$ cat config.mk
export PLATFORM = sky130hd
export DESIGN_NAME = adc_seq
export DESIGN_NICKNAME = d
export VERILOG_FILES = /design/src/rtl/adc_seq_pkg.sv /design/src/rtl/adc_seq_prescale.sv /design/src/rtl/adc_seq_pick.sv /design/src/rtl/adc_seq.sv
export SDC_FILE = /design/constraint.sdc
export NUM_CORES = 1
export LEC_CHECK = 0
export CORE_UTILIZATION = 32
export DETAILED_ROUTE_END_ITERATION = 7
export SLEW_MARGIN = 30
export SYNTH_ARGS = -nofsm -noshare
export SYNTH_HDL_FRONTEND = slang
export SYNTH_SLANG_ARGS = --single-unit
export TNS_END_PERCENT = 1
$ cat constraint.sdc
create_clock -name clk -period 6.25 [get_ports clk]
set_input_delay 1.875 -clock clk [delete_from_list [all_inputs] [get_ports clk]]
set_output_delay 1.875 -clock clk [all_outputs]
set_load 0.02 [all_outputs]
$ cat src/rtl/adc_seq_pkg.sv
package adc_seq_pkg;

    // conversion clocks at full precision
    localparam int unsigned FULL_CLOCKS = 11;

    localparam logic [3:0] ADDR_CTRL   = 4'd0;
    localparam logic [3:0] ADDR_GLOBAL = 4'd1;
    localparam logic [3:0] ADDR_INTEN  = 4'd2;

    typedef enum logic [1:0] {
        START_NONE = 2'd0,
        START_NOW  = 2'd1,
        START_TRIG = 2'd2,
        START_RSVD = 2'd3
    } start_mode_e;

    function automatic logic [3:0] clocks_for_code(input logic [2:0] code);
        return 4'(FULL_CLOCKS) - {1'b0, code};
    endfunction

endpackage

$ cat src/rtl/adc_seq_prescale.sv
module adc_seq_prescale #(
    parameter int DIV_W = 8
) (
    input  logic             clk,
    input  logic             rst_n,
    input  logic             run,
    input  logic [DIV_W-1:0] div,
    output logic             tick
);
    logic [DIV_W-1:0] cnt_d, cnt_q;

    always_comb begin
        tick  = run && (cnt_q == div);
        cnt_d = (tick || !run) ? '0 : cnt_q + 1'b1;
    end

    always_ff @(posedge clk or negedge rst_n) begin
        if (!rst_n) cnt_q <= '0;
        else        cnt_q <= cnt_d;
    end

    // every conversion clock restarts the bus-clock count
    assert_tick_restart_R1: assert property (@(posedge clk) disable iff (!rst_n)
        tick |=> (cnt_q == '0));

endmodule

$ cat src/rtl/adc_seq_pick.sv
module adc_seq_pick #(
    parameter int NCH  = 8,
    parameter int CH_W = 3
) (
    input  logic [NCH-1:0]  mask,
    input  logic [CH_W-1:0] cur,
    output logic [CH_W-1:0] first,
    output logic [CH_W-1:0] nxt,
    output logic            any
);
    logic found;

    always_comb begin
        first = '0;
        nxt   = '0;
        found = 1'b0;
        any   = |mask;
        // descending walk: the last hit is the lowest index
        for (int i = NCH - 1; i >= 0; i--) begin
            if (mask[i]) begin
                first = CH_W'(i);
                if (i > int'(cur)) begin
                    nxt   = CH_W'(i);
                    found = 1'b1;
                end
            end
        end
        if (!found) nxt = first;
    end

endmodule

$ cat src/rtl/adc_seq.sv
module adc_seq
    import adc_seq_pkg::*;
#(
    parameter int NCH   = 8,
    parameter int RES_W = 10,
    parameter int DIV_W = 8
) (
    input  logic                 clk,
    input  logic                 rst_n,
    input  logic [3:0]           bus_addr,
    input  logic                 bus_wr,
    input  logic                 bus_rd,
    input  logic [31:0]          bus_wdata,
    output logic [31:0]          bus_rdata,
    input  logic                 trig_i,
    input  logic [NCH*RES_W-1:0] sample_i,
    output logic                 irq_o
);
    // layout assumes NCH <= 8, DIV_W <= 8, RES_W <= 12
    localparam int CH_W = $clog2(NCH);

    typedef struct packed {
        logic [NCH-1:0]            sel;
        logic [DIV_W-1:0]          div;
        logic [2:0]                code;
        logic                      burst;
        logic                      pwr;
        start_mode_e               mode;
        logic                      rise;
        logic [NCH-1:0]            ien;
        logic                      gien;
        logic                      busy;
        logic [CH_W-1:0]           chan;
        logic [3:0]                nclk;
        logic [3:0]                tcnt;
        logic [2:0]                ccode;
        logic [RES_W-1:0]          gres;
        logic [CH_W-1:0]           gchan;
        logic                      gdone;
        logic                      govr;
        logic [NCH-1:0][RES_W-1:0] cres;
        logic [NCH-1:0]            cdone;
        logic [NCH-1:0]            covr;
        logic                      trig_prev;
        logic [31:0]               rdata;
    } state_t;

    state_t st_d, st_q;

    logic            tick;
    logic            wr_ctrl, wr_ien;
    logic [NCH-1:0]  sel_eff;
    logic [CH_W-1:0] pick_first, pick_next;
    logic            pick_any;
    logic            trig_hit;
    logic            done_evt, chain_evt;
    logic [RES_W-1:0] sample_now, res_now;
    logic [CH_W-1:0] rd_idx;
    logic            rd_chan;

    assign wr_ctrl = bus_wr && (bus_addr == ADDR_CTRL);
    assign wr_ien  = bus_wr && (bus_addr == ADDR_INTEN);
    assign sel_eff = wr_ctrl ? bus_wdata[NCH-1:0] : st_q.sel;
    assign rd_idx  = bus_addr[CH_W-1:0];
    assign rd_chan = bus_addr[3] && (int'(rd_idx) < NCH);

    wire unused_wbits = ^{bus_wdata[31:24]};

    adc_seq_prescale #(.DIV_W(DIV_W)) u_prescale (
        .clk  (clk),
        .rst_n(rst_n),
        .run  (st_q.busy),
        .div  (st_q.div),
        .tick (tick)
    );

    adc_seq_pick #(.NCH(NCH), .CH_W(CH_W)) u_pick (
        .mask (sel_eff),
        .cur  (st_q.chan),
        .first(pick_first),
        .nxt  (pick_next),
        .any  (pick_any)
    );

    always_comb begin
        st_d           = st_q;
        st_d.rdata     = '0;
        st_d.trig_prev = trig_i;
        done_evt       = 1'b0;
        chain_evt      = 1'b0;
        sample_now     = sample_i[int'(st_q.chan)*RES_W +: RES_W];
        res_now        = sample_now & ({RES_W{1'b1}} << st_q.ccode);

        if (wr_ctrl) begin
            st_d.sel   = bus_wdata[NCH-1:0];
            st_d.div   = bus_wdata[8 +: DIV_W];
            st_d.code  = bus_wdata[18:16];
            st_d.burst = bus_wdata[19];
            st_d.pwr   = bus_wdata[20];
            st_d.mode  = start_mode_e'(bus_wdata[22:21]);
            st_d.rise  = bus_wdata[23];
        end
        if (wr_ien) begin
            st_d.ien  = bus_wdata[NCH-1:0];
            st_d.gien = bus_wdata[8];
        end

        // reads return the old value, then clear flags
        if (bus_rd) begin
            if (bus_addr == ADDR_CTRL) begin
                st_d.rdata = {8'b0, st_q.rise, st_q.mode, st_q.pwr, st_q.burst,
                              st_q.code, 8'(st_q.div), 8'(st_q.sel)};
            end else if (bus_addr == ADDR_GLOBAL) begin
                st_d.rdata = {st_q.gdone, st_q.govr, 15'b0, 3'(st_q.gchan), 12'(st_q.gres)};
                st_d.gdone = 1'b0;
                st_d.govr  = 1'b0;
                st_d.cdone[st_q.gchan] = 1'b0;
            end else if (bus_addr == ADDR_INTEN) begin
                st_d.rdata = {23'b0, st_q.gien, 8'(st_q.ien)};
            end else if (rd_chan) begin
                st_d.rdata = {st_q.cdone[rd_idx], st_q.covr[rd_idx], 18'b0, 12'(st_q.cres[rd_idx])};
                st_d.cdone[rd_idx] = 1'b0;
                st_d.covr[rd_idx]  = 1'b0;
            end
        end

        trig_hit = st_d.rise ? (trig_i && !st_q.trig_prev) : (!trig_i && st_q.trig_prev);

        if (!st_d.pwr) begin
            st_d.busy = 1'b0;
            st_d.tcnt = '0;
        end else if (st_q.busy) begin
            if (tick) begin
                if (st_q.tcnt == st_q.nclk - 4'd1) begin
                    done_evt = 1'b1;
                    st_d.covr[st_q.chan]  = st_d.covr[st_q.chan] | st_d.cdone[st_q.chan];
                    st_d.cdone[st_q.chan] = 1'b1;
                    st_d.cres[st_q.chan]  = res_now;
                    st_d.govr  = st_d.govr | st_d.gdone;
                    st_d.gdone = 1'b1;
                    st_d.gres  = res_now;
                    st_d.gchan = st_q.chan;
                    st_d.tcnt  = '0;
                    if (st_d.burst && pick_any) begin
                        chain_evt  = 1'b1;
                        st_d.chan  = pick_next;
                        st_d.ccode = st_d.code;
                        st_d.nclk  = clocks_for_code(st_d.code);
                    end else begin
                        st_d.busy = 1'b0;
                    end
                end else begin
                    st_d.tcnt = st_q.tcnt + 4'd1;
                end
            end
        end else if (pick_any) begin
            if (st_d.burst) begin
                st_d.busy  = 1'b1;
                st_d.chan  = pick_first;
                st_d.tcnt  = '0;
                st_d.ccode = st_d.code;
                st_d.nclk  = clocks_for_code(st_d.code);
            end else if ((wr_ctrl && st_d.mode == START_NOW) ||
                         (st_d.mode == START_TRIG && trig_hit)) begin
                st_d.busy  = 1'b1;
                st_d.chan  = pick_first;
                st_d.tcnt  = '0;
                st_d.ccode = 3'd0;
                st_d.nclk  = clocks_for_code(3'd0);
            end
        end
    end

    always_ff @(posedge clk or negedge rst_n) begin
        if (!rst_n) st_q <= '0;
        else        st_q <= st_d;
    end

    assign bus_rdata = st_q.rdata;
    assign irq_o     = st_q.gien ? st_q.gdone : |(st_q.cdone & st_q.ien);

    // a powered-down block is never converting
    assert_pwr_idle_R6: assert property (@(posedge clk) disable iff (!rst_n)
        !st_q.pwr |-> !st_q.busy);

    // the clock count stays inside the conversion length
    assert_conv_span_R1: assert property (@(posedge clk) disable iff (!rst_n)
        st_q.busy |-> (st_q.tcnt < st_q.nclk));

    // completing onto an unread channel result flags overrun
    assert_ovr_flag_R8: assert property (@(posedge clk) disable iff (!rst_n)
        (done_evt && !bus_rd && st_q.cdone[st_q.chan]) |=> st_q.covr[$past(st_q.chan)]);

    // a global read with no completion leaves global done clear
    assert_read_clear_R10: assert property (@(posedge clk) disable iff (!rst_n)
        (bus_rd && bus_addr == ADDR_GLOBAL && !done_evt) |=> !st_q.gdone);

    // in global mode the read that clears done drops the interrupt
    assert_gint_clear_R9: assert property (@(posedge clk) disable iff (!rst_n)
        (st_q.gien && !wr_ien && bus_rd && bus_addr == ADDR_GLOBAL && !done_evt) |=> !irq_o);

    // a scan moves upward or wraps to the lowest selected channel
    assert_scan_order_R4: assert property (@(posedge clk) disable iff (!rst_n)
        chain_evt |=> ((st_q.chan > $past(st_q.chan)) || (st_q.chan == $past(pick_first))));

endmodule

Word-level counts from Yosys, hierarchy flattened
Cells that the tools add are included.
- add/sub/neg operators: 4
- multiply operators: 1
- $lt $le $gt $ge: 13
- eq/ne operators: 12
- shift-type cells: 2
- mux-type cells: 91
- bitwise operators: 10
- reductions and logical operators: 24
- operators with widths (kind ; number):
    $mux 98 ; 2
    $mux 32 ; 5
    $mux 126 ; 1
    $mux 114 ; 1
    $bwmux 80 ; 1
    $shiftx 80x8->10 ; 1
    $mux 3 ; 24
    $mux 16 ; 4
    $mux 15 ; 4
    $mux 8 ; 6
    $and 8x8->8 ; 4
    $bmux 10 s3 ; 1
    $demux 10 s3 ; 1
    $mux 1 ; 25
    $mux 10 ; 2
    $not 8->8 ; 2
    $reduce_or 8->1 ; 2
    $bmux 1 s3 ; 4
    $gt 3x3->1 const A ; 4
    $lt 3x4->1 const B ; 3
    $logic_and 1x1->1 ; 11
    $and 10x10->10 ; 1
    $shl 10x3->10 const A ; 1
    $demux 1 s3 ; 3
    other kinds (32) ; 44
- register bits: 200
- logic and storage cells: 188

Longest topological paths before layout
- depth in word-level cells: 22
- mapped depth: 11
- mapped depth without buffers: 9

By module
Synthesis repeated with hierarchy kept, for this count alone.
- cell total of the unflattened synthesis: 953
- area total of the unflattened synthesis: 10116.0 sq um
- by module, submodules not included (module ; times used ; cells an instance ; area each (sq um) ; sequential area each (sq um)):
    adc_seq ; 1 ; 864 ; 9340.2 ; 4629.4
    adc_seq_prescale ; 1 ; 46 ; 500.5 ; 200.2
    adc_seq_pick ; 1 ; 43 ; 275.3 ; 0.0

Least setup slack after synthesis
OpenSTA, ideal clock, no wires.
- path kind: input to register
- from: input port bus_addr[0]
- to: register with a tool-made name
- arrival time: 4.199 ns
- path slack: 1.926 ns
- cell stages on the path: 7
- cell sequence: buf_6 > nor4_4 > nand2_2 > mux2i_2 > nor4_1 > buf_4 > mux2_2
- RTL lines (element ; RTL line ; RTL):
    start: declaration ; adc_seq.sv:10 ; input logic [3:0] bus_addr,

Final worst setup path
- from: input port bus_addr[1]
- to: register st_q[157] in the netlist's numbering
- longest elaborated chain between the ends: 21
- elaborated cells on any way between the ends: 58
- RTL lines (element ; RTL line ; RTL):
    $logic_not 4->1 * ; adc_seq.sv:61 ; assign wr_ctrl = bus_wr && (bus_addr == ADDR_CTRL);
    $logic_and 1x1->1 * ; adc_seq.sv:61 ;
    $mux 8 ; adc_seq.sv:63 ; assign sel_eff = wr_ctrl ? bus_wdata[NCH-1:0] : st_q.sel;
    $mux 3 / $mux 1 (equally long branches) ; adc_seq_pick.sv:20 ; if (mask[i]) begin
    $mux 3 / $mux 1 (equally long branches) ; adc_seq_pick.sv:22 ; if (i > int'(cur)) begin
    $mux 3 / $mux 1 (equally long branches) ; adc_seq_pick.sv:20 ;
    $mux 3 / $mux 1 (equally long branches) ; adc_seq_pick.sv:22 ;
    $mux 3 / $mux 1 (equally long branches) ; adc_seq_pick.sv:20 ;
    [... 5 more ...] ; -- ;
    $mux 3 / $mux 1 (equally long branches) ; adc_seq_pick.sv:20 ;
    $mux 3 / $mux 1 (equally long branches) ; adc_seq_pick.sv:22 ;
    $mux 3 / $mux 1 (equally long branches) ; adc_seq_pick.sv:20 ;
    $mux 3 ; adc_seq_pick.sv:28 ; if (!found) nxt = first;
    $mux 7 ; adc_seq.sv:144 ; if (st_d.burst && pick_any) begin
    $mux 8 ; adc_seq.sv:134 ; if (st_q.tcnt == st_q.nclk - 4'd1) begin
    $mux 126 ; adc_seq.sv:133 ; if (tick) begin
    $mux 15 ; adc_seq.sv:132 ; end else if (st_q.busy) begin
    end signal: assignment ; adc_seq.sv:176 ; else st_q <= st_d;
    end: declaration ; adc_seq.sv:48 ; state_t st_d, st_q;
Mark *: on every way between the ends. The rest lies on a longest branch, timed or not. The select of a mux whose other input is x is not followed.
A chain may end at the register's enable or synchronous reset.

==> flow_metrics.env <==
export IMPL_power_switching_w=0.00134
export IMPL_period_minus_slack_ns=4.91
export IMPL_antenna_cells=0
export IMPL_final_antenna_net_count=0
export IMPL_die_y_um=182
export IMPL_cts_tree="yes"
export IMPL_drc_errors=0
export IMPL_worst_pin_slew_ns=0.986
export IMPL_slew_headroom_pct=34.3
export IMPL_leakage_nw=5.64
export IMPL_nFillCells=3085
export IMPL_timing_rr_start="u_prescale.cnt_q[3]"
export IMPL_ir_worst_vdd_v=0.000212
export IMPL_die_area_sq_um=33100
export IMPL_multi_input_area_sq_um=5010
export IMPL_synth_top_cell_area_share_pct=46.7
export IMPL_rsz0062_at_grt="no"
export IMPL_path_class="in2reg"
export IMPL_avgSynthCellArea_sq_um=10.8
export IMPL_holdPathStages=2
export IMPL_drive_above_1_share_pct=20.1
export IMPL_status="complete, no violations"
export IMPL_cts_made_buffers=17
export IMPL_yosysUniqueCellTypes=79
export IMPL_synth_common_cells="193 x dfrtp_1, 105 x nand2_1, 99 x mux2_2, 55 x nor2_1, 44 x o21ai_0"
export IMPL_grt_antenna_before_repair=0
export IMPL_netSwitchingFraction_pct=36.5
export IMPL_synthAdderAreaFrac_pct=0.363
export IMPL_p_int_w=0.00232
export IMPL_startpoint_type="input pin"
export IMPL_cp_max_fo=16
export IMPL_setup_violations=0
export IMPL_drv_cap=0
export IMPL_viasPerCell=5.43
export IMPL_num_vias=7978
export IMPL_initial_core_util_pct=32.6
export IMPL_portBuffers=139
export IMPL_io_pins=154
export IMPL_seq_area_sq_um=4830
export IMPL_synth_top_family_by_area="multiplexers"
export IMPL_ys_seq_area_share_pct=46.7
export IMPL_worst_ep_required_time_ns=6.57
export IMPL_fin_skew_ns=0.0179
export IMPL_syn_area_sq_um=10300
export IMPL_fin_total_pwr_w=0.00366
export IMPL_synth_ff_type="dfrtp_1"
export IMPL_synth_mux_area_share_pct=20.4
export IMPL_area_growth_pct=22.1
export IMPL_p_seq_share_pct=39.4
export IMPL_wirelength_mm=29.5
export IMPL_async_flop_share_pct=100
export IMPL_die_w_um=182
export IMPL_yosys_area_top_type="dfrtp_1"
export IMPL_clkLatencyLatePin_ns=0.45
export IMPL_post_drt_wl_per_cell_um=20.0
export IMPL_yosysWarnings=0
export IMPL_dpl_hpwl_mm=20.8
export IMPL_grtUsageTotal_pct=18.4
export IMPL_fmax_mhz=204
export IMPL_core_area_sq_um=31700
export IMPL_rows=65
export IMPL_finalCritPeriodShare_pct=78.5
export IMPL_cts_root_buf="clkbuf_16"
export IMPL_first_pass_iters=7
export IMPL_yosys_top_cells_area="dfrtp_1 47%, mux2_2 11%, mux4_2 6.5%"
export IMPL_worstRegToRegCells=9
export IMPL_drtIter0Drc=756
export IMPL_fin_tns_setup_ns=0
export IMPL_grt_start_max_net_pins=109
export IMPL_cts_hold_buf=0
export IMPL_finalMaxSlewViolations=0
export IMPL_syn_inst=954
export IMPL_clockPowerShare_pct=30.5
export IMPL_clk_pin_slew_ns=0.07
export IMPL_fin_nets=1179
export IMPL_synth_simple_area_share_pct=12.9
export IMPL_grt_pass1_wl_mm=46.8
export IMPL_cts_sinks=193
export IMPL_worstPathArrival_ns=5.22
export IMPL_htree_levels=4
export IMPL_ys_ff_latch=193
export IMPL_cts_path_max_buffers=2
export IMPL_power_per_cell_area_nw_per_um2=290
export IMPL_synth_edf_count=0
export IMPL_post_cts_buffers=0
export IMPL_cts_resized=0
export IMPL_pwr_share_comb_pct=30.1
export IMPL_finalHoldViolCount=0
export IMPL_grt_pass1_vias=8121
export IMPL_gp_congestion=0.894
export IMPL_yosys_area_share_xor_xnor_pct=1.86
export IMPL_grt_overflow=0
export IMPL_endpoint_kind="flop"
export IMPL_rrSetupSlack_ns=2.73
export IMPL_hold_class="reg2reg"
export IMPL_synth_compound_area_share_pct=12.2
export IMPL_synth_most_common_cell="dfrtp_1"
## cell families (layout without fill, tap and decap cells)
family / Yosys count / count (layout)
and+or+nand+nor: 278 / 278
xor gates and xnor gates: 22 / 22
buffers and inverters: 114 / 223
AOI/OAI and AO/OA: 185 / 185
adders and majority gates: 3 / 3
other: 1 / 6
muxes: 158 / 158
DFF: 193 / 193
## how the worst max path moves through the flow
| stage | startpoint | to |
|---|---|---|
| CTS | bus_addr[1] | st_q[157] |
| global placement | bus_addr[1] | st_q[151] |
| finish | bus_addr[1] | st_q[157] |
| global route | bus_addr[1] | st_q[157] |
| detailed placement | bus_addr[1] | st_q[157] |
| floorplan | bus_addr[0] | flop |
## routing by layer
| layer | wire length [um] | GRT usage [%] |
|---|---|---|
| met4 | 966 | 7.73 |
| met5 | 0 | 0 |
| met3 | 1280 | 2.79 |
| met2 | 14300 | 30.4 |
| met1 | 12900 | 24.1 |
## placed cells by master, fill, tap and decap left out, types with 21 or more instances in the layout
cell type	Yosys	routed
nor2_1	55	55
mux4_2	30	30
dfrtp_1	193	193
clkdlybuf4s50_1	0	136
nand3_1	29	29
buf_4	33	26
o21ai_0	44	44
nand2_1	105	105
inv_1	24	24
mux2_2	99	99
mux2i_1	23	23
a21oi_1	31	31
a22oi_1	21	21
## final cells by class
cell class                      count  share of cell area [%]
Clock buffer                       18                    3.40
Clock inverter                     14                    1.35
Inverter                           25                   0.743
Multi-Input combinational cell    652                    39.6
Sequential cell                   193                    38.2
Tap cell                          402                    3.98
Timing Repair Buffer              166                    12.7
## worst max-delay path: stages
cell and delay [ns]:
clkdlybuf4s50_1 0.49, buf_4 0.24, or4_1 0.76, nor2_1 0.21, buf_4 0.23, o21ai_1 0.22
nor2b_1 0.30, o21ai_2 0.18, a21oi_4 0.39, mux2_4 0.34
## stage by stage
step                util, %  cells  setup WS, ns  instance area (sq um)  hold WS (ns)
CTS                    39.8   1470          1.36                  12600         0.480
global placement       37.9   1438         0.995                  12000         0.463
finish                 39.8   1470          1.34                  12600         0.480
detailed placement     37.9   1438         0.921                  12000         0.465
global route           39.8   1470          1.14                  12600         0.494
floorplan                 -    959          1.93                  10400         0.441
## power groups by stage
stage | logic, W | registers, W | clock network [W]
floorplan | 0.000692 | 0.00142 | 0
global placement | 0.00108 | 0.00146 | 0
detailed placement | 0.00110 | 0.00147 | 0
CTS | 0.00110 | 0.00144 | 0.00113
global route | 0.00121 | 0.00146 | 0.00118
finish | 0.00110 | 0.00144 | 0.00112
Note: power is estimated with default switching activity, not from simulation.
